==> src/rtl/lpm_pkg.sv <==
package lpm_pkg;

   typedef enum logic [1:0] {
      MODE_RUN   = 2'd0,
      MODE_IDLE  = 2'd1,
      MODE_PDOWN = 2'd2,
      MODE_WAKE  = 2'd3
   } lpm_mode_e;

   typedef struct packed {
      logic strobe_force;
      logic strobe_level;
      logic p0_float;
      logic p2_force;
      logic p2_addr;
   } pin_ovr_t;

   localparam int unsigned IDLE_BIT = 0;
   localparam int unsigned PD_BIT   = 1;

endpackage

==> src/rtl/lpm_rst_filter.sv <==
module lpm_rst_filter #(
   parameter int unsigned RST_CLKS = 24
) (
   input  logic clk_i,
   input  logic rst_pin_i,
   output logic int_rst_o
);
   localparam int unsigned CW = $clog2(RST_CLKS + 1);
   localparam logic [CW-1:0] LIMIT = CW'(RST_CLKS);

   logic [CW-1:0] held_q;

   initial begin
      if (RST_CLKS < 2) $error("lpm_rst_filter: RST_CLKS must be at least 2");
   end

   always_ff @(posedge clk_i) begin
      if (!rst_pin_i)          held_q <= '0;
      else if (held_q != LIMIT) held_q <= held_q + 1'b1;
   end

   assign int_rst_o = (held_q == LIMIT);

   // reset cannot appear unless the pin was high at the previous edge
   p_rise_needs_pin_r1: assert property (@(posedge clk_i)
      $rose(int_rst_o) |-> $past(rst_pin_i));
   // a low pin releases reset at the next edge
   p_release_r1: assert property (@(posedge clk_i)
      !rst_pin_i |=> !int_rst_o);

endmodule

==> src/rtl/lpm_mode_fsm.sv <==
module lpm_mode_fsm
   import lpm_pkg::*;
(
   input  logic      clk_i,
   input  logic      int_rst_i,
   input  logic      rst_pin_i,
   input  logic      irq_i,
   input  logic      pcon_we_i,
   input  logic [1:0] pcon_wdata_i,
   output lpm_mode_e mode_o,
   output logic [1:0] pcon_o
);
   lpm_mode_e  mode_q;
   logic [1:0] pcon_q;

   always_ff @(posedge clk_i) begin
      if (int_rst_i) begin
         mode_q <= MODE_RUN;
         pcon_q <= '0;
      end else begin
         unique case (mode_q)
            MODE_RUN: begin
               if (pcon_we_i) begin
                  pcon_q <= pcon_wdata_i;
                  if (pcon_wdata_i[PD_BIT])        mode_q <= MODE_PDOWN;
                  else if (pcon_wdata_i[IDLE_BIT]) mode_q <= MODE_IDLE;
               end
            end
            MODE_IDLE: begin
               if (rst_pin_i) begin
                  mode_q <= MODE_WAKE;
               end else if (irq_i) begin
                  mode_q           <= MODE_RUN;
                  pcon_q[IDLE_BIT] <= 1'b0;
               end
            end
            MODE_WAKE: begin
               if (!rst_pin_i) mode_q <= MODE_IDLE;
            end
            MODE_PDOWN: begin
               mode_q <= MODE_PDOWN;
            end
            default: mode_q <= MODE_RUN;
         endcase
      end
   end

   assign mode_o = mode_q;
   assign pcon_o = pcon_q;

   p_reset_state_r2: assert property (@(posedge clk_i)
      int_rst_i |=> (mode_q == MODE_RUN && pcon_q == 2'b00));

   p_idle_entry_r3: assert property (@(posedge clk_i) disable iff (int_rst_i)
      (mode_q == MODE_RUN && pcon_we_i && pcon_wdata_i == 2'b01) |=> mode_q == MODE_IDLE);

   p_pd_priority_r4: assert property (@(posedge clk_i) disable iff (int_rst_i)
      (mode_q == MODE_RUN && pcon_we_i && pcon_wdata_i[PD_BIT]) |=> mode_q == MODE_PDOWN);

   p_irq_wake_r5: assert property (@(posedge clk_i) disable iff (int_rst_i)
      (mode_q == MODE_IDLE && irq_i && !rst_pin_i) |=> (mode_q == MODE_RUN && !pcon_q[IDLE_BIT]));

   p_pd_hold_r6: assert property (@(posedge clk_i) disable iff (int_rst_i)
      (mode_q == MODE_PDOWN) |=> mode_q == MODE_PDOWN);

   p_wake_entry_r7: assert property (@(posedge clk_i) disable iff (int_rst_i)
      (mode_q == MODE_IDLE && rst_pin_i) |=> mode_q == MODE_WAKE);

   p_pcon_frozen_r11: assert property (@(posedge clk_i) disable iff (int_rst_i)
      (mode_q == MODE_PDOWN || mode_q == MODE_WAKE) |=> $stable(pcon_q));

endmodule

==> src/rtl/lpm_pin_ovr.sv <==
module lpm_pin_ovr
   import lpm_pkg::*;
#(
   parameter bit PIN_REG = 1'b0
) (
   input  logic      clk_i,
   input  logic      int_rst_i,
   input  lpm_mode_e mode_i,
   input  logic      ext_exec_i,
   output pin_ovr_t  ovr_o
);
   pin_ovr_t ovr_d;

   always_comb begin
      ovr_d = '0;
      unique case (mode_i)
         MODE_IDLE: begin
            ovr_d.strobe_force = 1'b1;
            ovr_d.strobe_level = 1'b1;
            ovr_d.p0_float     = ext_exec_i;
            ovr_d.p2_force     = 1'b1;
            ovr_d.p2_addr      = ext_exec_i;
         end
         MODE_PDOWN: begin
            ovr_d.strobe_force = 1'b1;
            ovr_d.strobe_level = 1'b0;
            ovr_d.p0_float     = ext_exec_i;
            ovr_d.p2_force     = 1'b1;
            ovr_d.p2_addr      = 1'b0;
         end
         default: ovr_d = '0;
      endcase
   end

   generate
      if (PIN_REG) begin : g_reg
         pin_ovr_t ovr_q;
         always_ff @(posedge clk_i) begin
            if (int_rst_i) ovr_q <= '0;
            else           ovr_q <= ovr_d;
         end
         assign ovr_o = ovr_q;
      end else begin : g_comb
         assign ovr_o = ovr_d;
      end
   endgenerate

   // port 2 never shows the address while powered down
   p_pd_p2_data_r10: assert property (@(posedge clk_i) disable iff (int_rst_i)
      (mode_i == MODE_PDOWN && $stable(mode_i)) |-> !ovr_o.p2_addr);

endmodule

==> src/rtl/lpm_ctrl.sv <==
module lpm_ctrl
   import lpm_pkg::*;
#(
   parameter int unsigned CYC_PER_MC = 12,
   parameter int unsigned RST_MC     = 2,
   parameter bit          PIN_REG    = 1'b0
) (
   input  logic       clk_i,
   input  logic       rst_pin_i,
   input  logic       irq_i,
   input  logic       ext_exec_i,
   input  logic       pcon_we_i,
   input  logic [1:0] pcon_wdata_i,
   output logic [1:0] pcon_o,
   output logic       int_rst_o,
   output logic       cpu_clk_en_o,
   output logic       periph_clk_en_o,
   output logic       osc_en_o,
   output logic       ram_block_o,
   output logic       strobe_force_o,
   output logic       strobe_level_o,
   output logic       p0_float_o,
   output logic       p2_force_o,
   output logic       p2_addr_o
);
   localparam int unsigned RST_CLKS = RST_MC * CYC_PER_MC;

   initial begin
      if (CYC_PER_MC < 1) $error("lpm_ctrl: CYC_PER_MC must be at least 1");
      if (RST_MC < 1)     $error("lpm_ctrl: RST_MC must be at least 1");
   end

   lpm_mode_e mode;
   pin_ovr_t  ovr;

   lpm_rst_filter #(.RST_CLKS(RST_CLKS)) u_filter (
      .clk_i     (clk_i),
      .rst_pin_i (rst_pin_i),
      .int_rst_o (int_rst_o)
   );

   lpm_mode_fsm u_fsm (
      .clk_i        (clk_i),
      .int_rst_i    (int_rst_o),
      .rst_pin_i    (rst_pin_i),
      .irq_i        (irq_i),
      .pcon_we_i    (pcon_we_i),
      .pcon_wdata_i (pcon_wdata_i),
      .mode_o       (mode),
      .pcon_o       (pcon_o)
   );

   lpm_pin_ovr #(.PIN_REG(PIN_REG)) u_pins (
      .clk_i      (clk_i),
      .int_rst_i  (int_rst_o),
      .mode_i     (mode),
      .ext_exec_i (ext_exec_i),
      .ovr_o      (ovr)
   );

   assign cpu_clk_en_o    = (mode == MODE_RUN) || (mode == MODE_WAKE);
   assign periph_clk_en_o = (mode != MODE_PDOWN);
   assign osc_en_o        = (mode != MODE_PDOWN) || rst_pin_i;
   assign ram_block_o     = (mode == MODE_WAKE);

   assign strobe_force_o = ovr.strobe_force;
   assign strobe_level_o = ovr.strobe_level;
   assign p0_float_o     = ovr.p0_float;
   assign p2_force_o     = ovr.p2_force;
   assign p2_addr_o      = ovr.p2_addr;

   // the RAM block is lifted once reset has taken over
   p_block_ends_r7: assert property (@(posedge clk_i)
      int_rst_o |=> !ram_block_o);

   // no strobe override is left while the core runs
   p_run_clean_r12: assert property (@(posedge clk_i) disable iff (int_rst_o)
      (cpu_clk_en_o && $stable(cpu_clk_en_o) && !PIN_REG) |-> !strobe_force_o);

endmodule

==> config.mk <==
export PLATFORM = sky130hd
export DESIGN_NAME = lpm_ctrl
export DESIGN_NICKNAME = d
export VERILOG_FILES = /design/src/rtl/lpm_pkg.sv /design/src/rtl/lpm_rst_filter.sv /design/src/rtl/lpm_mode_fsm.sv /design/src/rtl/lpm_pin_ovr.sv /design/src/rtl/lpm_ctrl.sv
export SDC_FILE = /design/constraint.sdc
export NUM_CORES = 1
export LEC_CHECK = 0
export CAP_MARGIN = 20
export CORE_AREA = 2 2 39 41
export DETAILED_ROUTE_END_ITERATION = 16
export DIE_AREA = 0 0 41 43
export DONT_BUFFER_PORTS = 1
export GPL_TIMING_DRIVEN = 0
export HOLD_SLACK_MARGIN = 0.08
export PLACE_DENSITY = 0.64
export SLEW_MARGIN = 10
export SYNTH_ARGS = -nofsm -noshare
export SYNTH_HDL_FRONTEND = slang
export SYNTH_SLANG_ARGS = --single-unit
==> constraint.sdc <==
create_clock -name clk_i -period 2.5 [get_ports clk_i]
set_input_delay 0.125 -clock clk_i [delete_from_list [all_inputs] [get_ports clk_i]]
set_output_delay 0.125 -clock clk_i [all_outputs]
set_load 0.03 [all_outputs]
==> Yosys cells after proc, flatten, opt, wreduce, memory -nomap -nowiden <==
Cells that the tools add are included.
{ "classes": {"n_addsub": 1, "eq_ne": 12, "muxes": 12, "n_reduce_logical": 7} }
{ "op_table": {"columns": ["operator", "count"], "rows": [
  ["2-to-1 mux 2 bit", 6],
  ["!= test 2 bit, second input constant", 5],
  ["one-hot mux 5 bit (2 select lines)", 1],
  ["one-hot mux 2 bit (4 select lines)", 1],
  ["AND reduction 4 bit", 2],
  ["!= test 3 bit, second input constant", 2],
  ["adder 5 x 1 -> 5 bit, second input constant", 1],
  ["== test 5 bit, second input constant", 1],
  ["!= test 5 bit, second input constant", 1],
  ["== test 2 bit, second input constant", 2],
  ["2-to-1 mux 1 bit", 3],
  ["== test 2 x 1 -> 1 bit, second input constant", 1],
  ["logical NOT 2 bit", 1],
  ["logical OR 1 bit", 2],
  ["one-hot mux 1 bit (2 select lines)", 1],
  ["AND reduction 2 bit", 1],
  ["nonzero test 2 bit", 1]
]} }
{ "word_totals": {"ff_bits": 9, "inputBits": 7, "elab_cells": 36} }

==> Logic depth before layout (Yosys ltp) <==
Gate-level depths: netlist of run 1.
{ "depth": {"ltp_word": 4, "ltp_mapped": 6, "mapped_depth_nobuf": 6} }

==> Cells and area by module <==
Synthesis of run 1 repeated with hierarchy kept, for this count alone.
{ "hier_totals": {"hier_cells": 60, "hier_area_um2": 550.5} }
{ "by_module_without_submodules": {"columns": ["mod", "n_inst", "cells_each", "area_each_um2"], "rows": [
  ["lpm_rst_filter", 1, 27, 262.8],
  ["lpm_mode_fsm", 1, 19, 176.4],
  ["lpm_pin_ovr", 1, 9, 72.6],
  ["lpm_ctrl", 1, 5, 38.8]
]} }

==> Least setup slack after synthesis of run 1 <==
No wires, ideal clock.
{ "synth_timing": {"path_type": "reg2reg", "from": "reg u_fsm.mode_q[1], in the netlist u_fsm.mode_o[1]", "to": "reg u_fsm.mode_q[0], in the netlist u_fsm.mode_o[0]", "setup_ps": 125, "arrival_ps": 1361, "required_time_ps": 2375, "slack_ps": 1014, "stages_incl_launch_ff": 7, "path_buffers": 0, "period_less_slack_ps": 1486, "cell_sequence": "dfxtp_1 inv_1 ha_1 nor3b_2 a21o_2 o21ai_1 a21oi_1"} }
{ "synth_via": {"elab_chain_cells": 3, "elab_cells_between_ends": 10, "classes_between": "eq/ne: 7; mux: 1; reduce/logical: 2"} }
{ "synth_lines": {"columns": ["element", "line_no", "rtl"], "rows": [
  ["from (decl)", "lpm_mode_fsm.sv:13", "lpm_mode_e mode_q;"],
  ["from (signal assigned)", "lpm_mode_fsm.sv:18", "mode_q <= MODE_RUN;"],
  ["from (signal assigned)", "lpm_mode_fsm.sv:25", "if (pcon_wdata_i[PD_BIT]) mode_q <= MODE_PDOWN;"],
  ["from (signal assigned)", "lpm_mode_fsm.sv:26", "else if (pcon_wdata_i[IDLE_BIT]) mode_q <= MODE_IDLE;"],
  ["== test 2 x 1 -> 1 bit (tied with other cells)", "lpm_mode_fsm.sv:21", "unique case (mode_q)"],
  ["!= test 3 bit (no line) or != test 2 bit (tied branches)", null, null],
  ["AND reduction 4 bit (no line)", null, null]
]} }
Several ways; a longest one is shown, not always the timed one.
A chain may end at the register's enable or synchronous reset.

==> Final worst setup path of run 1 <==
{ "layout_timing": {"from": "reg u_fsm.mode_q[1], in the netlist u_fsm.mode_o[1]", "to": "reg u_fsm.pcon_q[1], in the netlist u_fsm.pcon_o[1]"} }
{ "layout_via": {"elab_chain_cells": 2} }
{ "layout_lines": {"columns": ["element", "line_no", "rtl"], "rows": [
  ["logical NOT 2 bit", "lpm_mode_fsm.sv:21", null],
  ["AND reduction 2 bit (no line)", null, null],
  ["to (signal assigned)", "lpm_mode_fsm.sv:24", "pcon_q <= pcon_wdata_i;"],
  ["to (decl)", "lpm_mode_fsm.sv:14", "logic [1:0] pcon_q;"]
]} }
No other way between the ends.

==> metrics.csv, run 1 <==
stage;metric;value;unit
timing;finalCriticalPeriod;2.10;ns
power_and_ir_drop;p_per_area;1260;mW/mm2
logic_synthesis;yosysSeqAreaShare;28.9;%
clock_tree;cts_buffers;3;
drt;ant_nets;0;
drt;avgViaCountPerCell;5.19;
logic_synthesis;synth_fp_nets;87;
clock_tree;cts_resized;0;
die;core_area;0.00138;mm2
global_routing;antenna_found_initial;0;
layout;final_core_util;51.3;%
global_routing;grtUsageMet2;21.6;%
drt;first_pass_iters;2;
logic_synthesis;ys_ff_latch;9;
layout;drive_gt1_share;13.8;%
drt;wirelength;1170;um
drt;routedWlPerCell;12.1;um
drt;drc;0;
layout;nets;96;
timing;fmax;0.477;GHz
clock_tree;cts_tree;yes;
die;std_cell_rows;14;
global_routing;grt_pass1_vias;433;
timing;slew_viol_final;0;
hold_path;hp-class;input port to flop;
critical_path;worst-path-max-fanout;5;
clock_tree;clk_path_buf_depth;2;
timing;tns;0;ns
logic_synthesis;synthesis.area;623;um2
logic_synthesis;synthArstFlopShare;0;%
logic_synthesis;synth_most_common_cell;dfxtp_1;
run;drv_cap;0;
global_routing;grt_max_degree;11;
layout;fillCellCount;132;
logic_synthesis;synth_common_cells;dfxtp_1 (9), ha_1 (8), inv_1 (8);
drt;drtIter0Drc;8;
clock_tree;clkLatencyLatePin;0.26;ns
critical_path;cp.arrival;2.24;ns
critical_path;crit_type;flop to flop;
clock_tree;cts_sinks;9;
logic_synthesis;synth.distinct_cells;27;
clock_tree;clk_pin_slew;0.05;ns
power_and_ir_drop;vdd_drop_max;744;uV
layout;diodes;0;
place;pre_cts_slack;0.859;ns
outcome;outcome;completed;
timing;post-route-period-util;83.9;%
global_routing;grt.busiest_layer;met2;
timing;fin_ws;0.402;ns
clock_tree;cts-root-buf;clkbuf_4;
critical_path;crit_path_end_kind;flop;
timing;finClkSkew;0.00332;ns
clock_tree;htree_levels;1;
global_routing;grtUsageMet3;12.0;%
clock_tree;post_cts_buffers;0;
place;globalplace.congestion;0.732;
logic_synthesis;avgSynthCellArea;8.65;um2
drt;vias;498;
die;initial_utilization;45.0;%
logic_synthesis;synth_top_area_share;28.9;%
logic_synthesis;synth_top_cell_by_area;dfxtp_1;
clock_tree;cts_hold_buf;4;
critical_path;reg2reg_depth;6;
die;die-height;43;um
place;dp_hpwl;865;um
die;num_io_pins;19;
die;die-area;0.00176;mm2
logic_synthesis;syn_inst;72;
power_and_ir_drop;p_leak;0.000348;uW
place;portBuffers;0;
global_routing;grt_overflow_total;0;
critical_path;cp-start-kind;flop;
die;fp.dieW;41;um
timing;slew_headroom;65.3;%
hold_path;holdPathStages;3;
global_routing;grt_util_met1;18.0;%
logic_synthesis;yosys_warnings;0;
global_routing;groute.usage.overall;15.1;%
layout;synthToLayoutAreaGrowth;13.9;%
timing;tightest_slew;0.521;ns
timing;rsz0062_at_grt;no;
logic_synthesis;synth_area_leaders;dfxtp_1 (29%), ha_1 (16%), a21oi_1 (5.6%);
logic_synthesis;synth_ff_type;dfxtp_1;
timing;hold_violations;0;
logic_synthesis;synth_edf_count;0;
critical_path;crit_required;2.64;ns
global_routing;grt_pass1_wl;1810;um
power_and_ir_drop;power;895;uW
timing;setup_viol_count_final;0;
## logic make-up (layout without fill, tap and decap cells)
group / Yosys count / in the layout / share of synthesized area (%)
AOI/OAI and AO/OA: 17 / 17 / 17.1
xor gates and xnor gates: 3 / 3 / 4.22
adders and majority gates: 8 / 8 / 16.1
buffers and inverters: 11 / 19 / 8.43
DFF: 9 / 9 / 28.9
and+or+nand+nor: 24 / 24 / 25.3
## sequential cells by signal, indices dropped and copies added (netlist names)
register and flops:
u_filter.held_q 5, u_fsm.pcon_o 2, u_fsm.mode_o 2
## final cells by class
| type | count | area [um2] | share of cell area [%] |
|---|---|---|---|
| multi-input cells | 52 | 390 | 55.0 |
| flip-flops and latches | 9 | 180 | 25.4 |
| repair buffers | 4 | 40.0 | 5.64 |
| inverters | 9 | 33.8 | 4.76 |
| clock buffers | 4 | 26.3 | 3.70 |
| well taps | 16 | 20.0 | 2.82 |
| plain buffers | 2 | 18.8 | 2.65 |
## per-stage QoR
| stage | std cells | area (um2) | hold slack (ns) |
|---|---|---|---|
| after global routing | 96 | 709 | 0.0895 |
| after global placement | 88 | 643 | 0.287 |
| after floorplan | 72 | 623 | 0.273 |
| after CTS | 96 | 709 | 0.0859 |
| final | 96 | 709 | 0.0906 |
| after detailed placement | 88 | 643 | 0.286 |
## metal layers
layer / share of wire [%] / routed length [um]
met5: 0 / 0
met4: 0 / 0
met3: 8.6 / 100
met2: 44 / 517
met1: 47 / 547
## cells in the final DEF, fill, tap and decap left out, types with 2 or more instances in the layout
cell and count:
a21oi_1 7, a211oi_1 2, nand2_1 7, o21ai_1 3, xnor2_1 2, and3_1 2, nand2b_1 2, and2_1 2
ha_1 8, inv_1 8, nand3_1 5, dlygate4sd3_1 4, clkbuf_4 3, dfxtp_1 9
## worst paths after layout
path / start / endpoint / slack, ns
max: u_fsm.mode_o[1] / u_fsm.pcon_o[1] / 0.40
max reg2reg: u_fsm.mode_o[1] / u_fsm.pcon_o[1] / 0.40
min: pcon_wdata_i[1] / u_fsm.mode_o[0] / 0.09
min reg2reg: u_filter.held_q[1] / u_filter.held_q[1] / 0.50
## critical path: stages (launching register included)
cell and delay (ns):
dfxtp_1 0.40, inv_1 0.10, ha_1 0.23, nand3_1 0.09
dlygate4sd3_1 0.55, a21oi_1 0.06, dlygate4sd3_1 0.56
## where the power goes
part,switching [uW],internal [uW]
Clock,46.1,61.2
Sequential,62.9,182
Combinational,358,185
No activity file was read; power rests on OpenSTA's default activity.
==> run 2, diff against run 1 <==
--- a/config.mk
+++ b/config.mk
@@ -12,7 +12,7 @@
 export DONT_BUFFER_PORTS = 1
 export GPL_TIMING_DRIVEN = 0
 export HOLD_SLACK_MARGIN = 0.08
-export PLACE_DENSITY = 0.64
+export PLACE_DENSITY = 0.66
 export SLEW_MARGIN = 10
 export SYNTH_ARGS = -nofsm -noshare
 export SYNTH_HDL_FRONTEND = slang
==> constraint.sdc (replaced) <==
create_clock -name clk_i -period 1.7 [get_ports clk_i]
set_input_delay 0.085 -clock clk_i [delete_from_list [all_inputs] [get_ports clk_i]]
set_output_delay 0.085 -clock clk_i [all_outputs]
set_load 0.03 [all_outputs]
==> metrics.csv, run 2 (synthesis results as in run 1) <==
stage;metric;value;unit
outcome;outcome;completed;
timing;setup_viol_count_final;0;
hold_path;hp-class;input port to flop;
die;num_io_pins;19;
critical_path;worst_r2r_endpoint;u_fsm.mode_o[0];
global_routing;groute.usage.overall;17.1;%
critical_path;reg2reg_slack;0.14;ns
layout;drive_gt1_share;17.3;%
timing;rsz0062_at_grt;no;
critical_path;cp-endpoint;p2_addr_o;
critical_path;crit_required;1.62;ns
critical_path;cp.arrival;1.51;ns
power_and_ir_drop;p_leak;0.000341;uW
drt;drc;0;
layout;fillCellCount;137;
critical_path;r2r-start;u_fsm.mode_o[1];
drt;ant_nets;0;
run;drv_cap;0;
die;std_cell_rows;14;
layout;largest_register_ff_count;5;
clock_tree;post_cts_buffers;0;
clock_tree;cts-root-buf;clkbuf_4;
layout;nets;97;
clock_tree;clkLatencyLatePin;0.26;ns
global_routing;grt_pass1_vias;478;
place;globalplace.congestion;0.759;
critical_path;slowest_stage;ha_2;
clock_tree;htree_levels;1;
timing;tightest_slew;0.400;ns
layout;synthToLayoutAreaGrowth;17.9;%
clock_tree;clk_path_buf_depth;2;
power_and_ir_drop;p_per_area;1910;mW/mm2
clock_tree;cts_tree;yes;
place;portBuffers;0;
place;dp_hpwl;857;um
power_and_ir_drop;vdd_drop_max;1070;uV
timing;post-route-period-util;93.9;%
layout;final_cell_mix;dfxtp_1 (9), inv_1 (8), nand2_1 (7), a21oi_1 (7), ha_1 (6);
global_routing;grt_pass1_wl;2040;um
critical_path;crit_start;u_fsm.mode_o[1];
critical_path;path_cells;inv_1, ha_2, and3_2;
clock_tree;clk_pin_slew;0.07;ns
critical_path;crit_type;flop to primary output;
timing;fmax;0.626;GHz
die;initial_utilization;45.0;%
critical_path;worst-path-max-fanout;9;
drt;wirelength;1250;um
critical_path;cpPeakStageDelay;0.39;ns
layout;mostFrequentLayoutCell;dfxtp_1;
drt;vias;516;
layout;top_register;u_filter.held_q;
die;core_area;0.00138;mm2
clock_tree;cts_buffers;3;
global_routing;antenna_found_initial;0;
die;fp.dieW;41;um
place;dpl.cell_count;88;
critical_path;cp-start-kind;flop;
critical_path;reg2reg_depth;6;
drt;avgViaCountPerCell;5.32;
timing;slew_headroom;73.3;%
timing;hold_violations;0;
critical_path;crit_path_end_kind;primary output;
layout;diodes;0;
drt;drtIter0Drc;9;
global_routing;grt_overflow_total;0;
clock_tree;cts_sinks;9;
layout;layout.cells.non_filler;97;
timing;finalCriticalPeriod;1.60;ns
drt;routedWlPerCell;12.9;um
timing;finClkSkew;0.00745;ns
die;die-height;43;um
drt;first_pass_iters;4;
die;die-area;0.00176;mm2
timing;slew_viol_final;0;
timing;tns;0;ns
global_routing;grt_max_degree;11;
## run 2: cell count changes in the layout (fill, tap and decap cells not counted)
| cell | previous run | this run |
|---|---|---|
| ha_2 | 0 | 1 |
| ha_4 | 0 | 1 |
| ha_1 | 8 | 6 |
| o211a_1 | 1 | 0 |
| dlygate4sd3_1 | 4 | 5 |
| o211a_2 | 0 | 1 |
## run 2: layout make-up
class / count / area [um2] / area share [%]
repair buffers: 5 / 50.0 / 6.81
flip-flops and latches: 9 / 180 / 24.5
well taps: 16 / 20.0 / 2.73
plain buffers: 2 / 18.8 / 2.56
inverters: 9 / 33.8 / 4.60
multi-input cells: 52 / 405 / 55.2
clock buffers: 4 / 26.3 / 3.58
## run 2: report_power, final
group	leakage (uW)	switching [uW]	internal (uW)
combinational	0.000251	552	318
sequential	0.0000745	92.6	268
clock	0.0000150	79.6	90.5
## run 2: metrics by stage
| stage | setup slack [ns] | instance area [um2] | util (%) | total power [uW] | hold slack, ns |
|---|---|---|---|---|---|
| after floorplan | 0.214 | 623 | - | 1050 | 0.233 |
| after global placement | 0.0884 | 643 | 46.5 | 1130 | 0.241 |
| after detailed placement | 0.0631 | 643 | 46.5 | 1140 | 0.247 |
| after CTS | 0.0260 | 724 | 52.4 | 1340 | 0.110 |
| after global routing | 0.0159 | 734 | 53.1 | 1500 | 0.134 |
| final | 0.103 | 734 | 53.1 | 1400 | 0.113 |
## run 2: worst max-delay path: cells and delay by family, from the launching register on
family	cells	cell delay, ns
DFF	1	0.35
adders and majority gates	1	0.39
buffers and inverters	1	0.16
and+or+nand+nor	1	0.35
## run 2: what timing repair did
action	CTS	global route
endpoints found under the hold margin	4	0
endpoints found under the setup margin	2	2
hold buffers	5	0
resized for setup	2	2
## run 2: worst min path at each step
stage / cells past startpoint / endpoint / start / slack, ns
after floorplan: 2 / u_fsm.pcon_o[1] / pcon_wdata_i[1] / 0.23
after global placement: 2 / u_fsm.pcon_o[1] / pcon_wdata_i[1] / 0.24
after detailed placement: 2 / u_fsm.pcon_o[1] / pcon_wdata_i[1] / 0.25
after CTS: 3 / u_fsm.pcon_o[0] / irq_i / 0.11
after global routing: 3 / u_fsm.pcon_o[0] / irq_i / 0.13
final: 3 / u_fsm.pcon_o[0] / irq_i / 0.11
## run 2: layer usage
| metal | GRT usage, % | share of wire (%) | vias up |
|---|---|---|---|
| met1 | 23.1 | 48 | 242 |
| met4 | 6.00 | 0.88 | 0 |
| li1 | - | - | 262 |
| met3 | 7.33 | 5.5 | 2 |
| met5 | 0 | 0 | - |
| met2 | 23.8 | 46 | 10 |
==> run 3, diff against run 2 <==
--- a/config.mk
+++ b/config.mk
@@ -5,6 +5,7 @@
 export SDC_FILE = /design/constraint.sdc
 export NUM_CORES = 1
 export LEC_CHECK = 0
+export ABC_AREA = 1
 export CAP_MARGIN = 20
 export CORE_AREA = 2 2 39 41
 export DETAILED_ROUTE_END_ITERATION = 16
@@ -12,7 +13,7 @@
 export DONT_BUFFER_PORTS = 1
 export GPL_TIMING_DRIVEN = 0
 export HOLD_SLACK_MARGIN = 0.08
-export PLACE_DENSITY = 0.66
+export PLACE_DENSITY = 0.64
 export SLEW_MARGIN = 10
 export SYNTH_ARGS = -nofsm -noshare
 export SYNTH_HDL_FRONTEND = slang
==> metrics.csv, run 3 <==
stage;metric;value;unit
global_routing;antenna_found_initial;0;
critical_path;reg2reg_slack;0.12;ns
layout;multi_input_area;399;um2
die;core_area;0.00138;mm2
logic_synthesis;synth_top_cell_by_area;dfxtp_1;
critical_path;cp-start-kind;flop;
global_routing;grt_max_degree;7;
logic_synthesis;synth.distinct_cells;18;
drt;avgViaCountPerCell;4.77;
logic_synthesis;synth_fp_nets;102;
layout;final_core_util;52.8;%
global_routing;groute.usage.overall;16.2;%
critical_path;path_delay_family;flip-flops;
hold_path;holdPathEnd;u_fsm.mode_o[1];
die;initial_utilization;43.3;%
layout;largest_register_ff_count;5;
timing;fmax;0.623;GHz
timing;slew_viol_final;0;
logic_synthesis;synth_area_leaders;dfxtp_1 (30%), ha_1 (17%), nand2_1 (11%);
layout;diodes;0;
place;dpl.cell_count;103;
logic_synthesis;synth_common_cells;nand2_1 (18), nor2_1 (15), inv_1 (14);
hold_path;hp-start;pcon_wdata_i[1];
clock_tree;clk_pin_slew;0.06;ns
critical_path;worst_r2r_endpoint;u_fsm.pcon_o[1];
drt;ant_nets;0;
outcome;outcome;completed;
clock_tree;cts_buffers;3;
run;drv_cap;0;
die;std_cell_rows;14;
power_and_ir_drop;vdd_drop_max;863;uV
drt;first_pass_iters;3;
timing;setup_viol_count_final;0;
timing;hold_violations;0;
critical_path;crit_path_end_kind;primary output;
layout;ff_latch_area;181;um2
layout;synthToLayoutAreaGrowth;21.9;%
critical_path;crit_type;flop to primary output;
logic_synthesis;synth_ff_type;dfxtp_1;
global_routing;grtUsageMet2;23.1;%
critical_path;reg2reg_depth;6;
global_routing;grt_overflow_total;0;
timing;hold_ws;0.101;ns
drt;wirelength;1180;um
critical_path;worst-path-max-fanout;4;
hold_path;hp-class;input port to flop;
die;fp.dieW;41;um
logic_synthesis;syn_inst;87;
global_routing;grt_pass1_vias;492;
layout;nets;111;
die;num_io_pins;19;
logic_synthesis;avgSynthCellArea;6.89;um2
layout;drive_gt1_share;14.7;%
critical_path;path_buf_inv;1;
drt;drtIter0Drc;2;
drt;drc;0;
critical_path;r2r-start;u_filter.held_q[0];
critical_path;slowest_stage;dfxtp_1;
critical_path;crit_required;1.62;ns
place;globalplace.congestion;0.769;
layout;post-route-cell-area;731;um2
logic_synthesis;synth_most_common_cell;nand2_1;
logic_synthesis;ys_ff_latch;9;
logic_synthesis;yosys_warnings;0;
place;dp_hpwl;843;um
critical_path;cpPeakStageDelay;0.39;ns
power_and_ir_drop;p_leak;0.000339;uW
layout;layout.cells.non_filler;111;
clock_tree;cts_tree;yes;
drt;vias;529;
clock_tree;clkLatencyLatePin;0.26;ns
die;die-area;0.00176;mm2
drt;routedWlPerCell;10.7;um
global_routing;grt_pass1_wl;1900;um
hold_path;holdPathStages;4;
timing;tightest_slew;0.462;ns
layout;fillCellCount;135;
critical_path;path_cells;inv_2, ha_4, nand2_1, a21oi_4;
logic_synthesis;synth_top_area_share;30.1;%
place;portBuffers;0;
die;die-height;43;um
timing;finalCriticalPeriod;1.61;ns
global_routing;grtUsageMet3;10.5;%
logic_synthesis;synthesis.area;599;um2
timing;rsz0062_at_grt;no;
logic_synthesis;synth_edf_count;0;
timing;post-route-period-util;94.5;%
critical_path;cp.arrival;1.52;ns
logic_synthesis;synthArstFlopShare;0;%
timing;finClkSkew;0.00271;ns
clock_tree;htree_levels;1;
clock_tree;cts_sinks;9;
layout;final_cell_mix;nand2_1 (18), nor2_1 (14), inv_1 (12);
logic_synthesis;yosysSeqAreaShare;30.1;%
global_routing;grt.busiest_layer;met2;
clock_tree;cts-root-buf;clkbuf_4;
clock_tree;clk_path_buf_depth;2;
global_routing;grt_util_met1;18.9;%
layout;top_register;u_filter.held_q;
timing;tns;0;ns
place;place_area;619;um2
layout;mostFrequentLayoutCell;nand2_1;
timing;slew_headroom;69.1;%
power_and_ir_drop;p_per_area;2070;mW/mm2
[run 3: cells by family (layout without fill, tap and decap cells)]
logic type                 after synthesis  after routing  synth area share (%)
DFF                                      9              9                  30.1
adders and majority gates                8              8                  16.7
buffers and inverters                   16             24                  10.6
xor gates and xnor gates                 1              1                  1.46
and+or+nand+nor                         41             41                  30.3
AOI/OAI and AO/OA                       12             12                  10.9
[run 3: worst register-to-register path: stages (launching register included)]
cell and delay [ns]:
dfxtp_1 0.39, inv_1 0.06, ha_1 0.22, nand3_2 0.14
o211ai_1 0.10, dlygate4sd3_1 0.57, inv_1 0.05
[run 3: worst max-delay path by stage]
stage | depth (start not counted) | slack, ns | end | start
2_1_floorplan | 4 | 0.09 | p0_float_o | u_fsm.mode_o[1]
3_3_place_gp | 4 | 0.004 | p0_float_o | u_fsm.mode_o[1]
3_5_place_dp | 4 | 0.02 | p0_float_o | u_fsm.mode_o[1]
4_1_cts | 9 | 0.05 | u_fsm.mode_o[1] | u_fsm.mode_o[1]
5_1_grt | 4 | 0.005 | p0_float_o | u_fsm.mode_o[1]
6_report | 4 | 0.09 | p0_float_o | u_fsm.mode_o[1]
[run 3: report_power, final]
group          switching (uW)  internal [uW]
Sequential                103            276
Clock                    71.7           90.3
Combinational             653            319
Total                     828            685
[run 3: final cells by class]
type,instances,share of cell area [%]
well taps,16,2.74
repair buffers,4,5.48
flip-flops and latches,9,24.8
inverters,15,7.71
multi-input cells,62,54.6
plain buffers,1,1.03
clock buffers,4,3.60
[run 3: repair_timing]
action                     4_1_cts  5_1_grt
hold buffers                     4        0
setup endpoints to repair        2        3
gates resized for setup          7        4
buffers inserted                 0        0
hold endpoints to repair         7        0
[run 3: layer usage]
layer	routed length, um	vias to the layer above
met5	0	-
met4	29	0
met3	84	4
met2	550	14
met1	519	223
li1	-	288
[run 3: per-stage QoR]
step	setup slack, ns	power (uW)
after floorplan	0.0910	1090
after global placement	0.00372	1180
after detailed placement	0.0151	1180
after CTS	0.0538	1480
after global routing	0.00520	1640
final	0.0940	1510
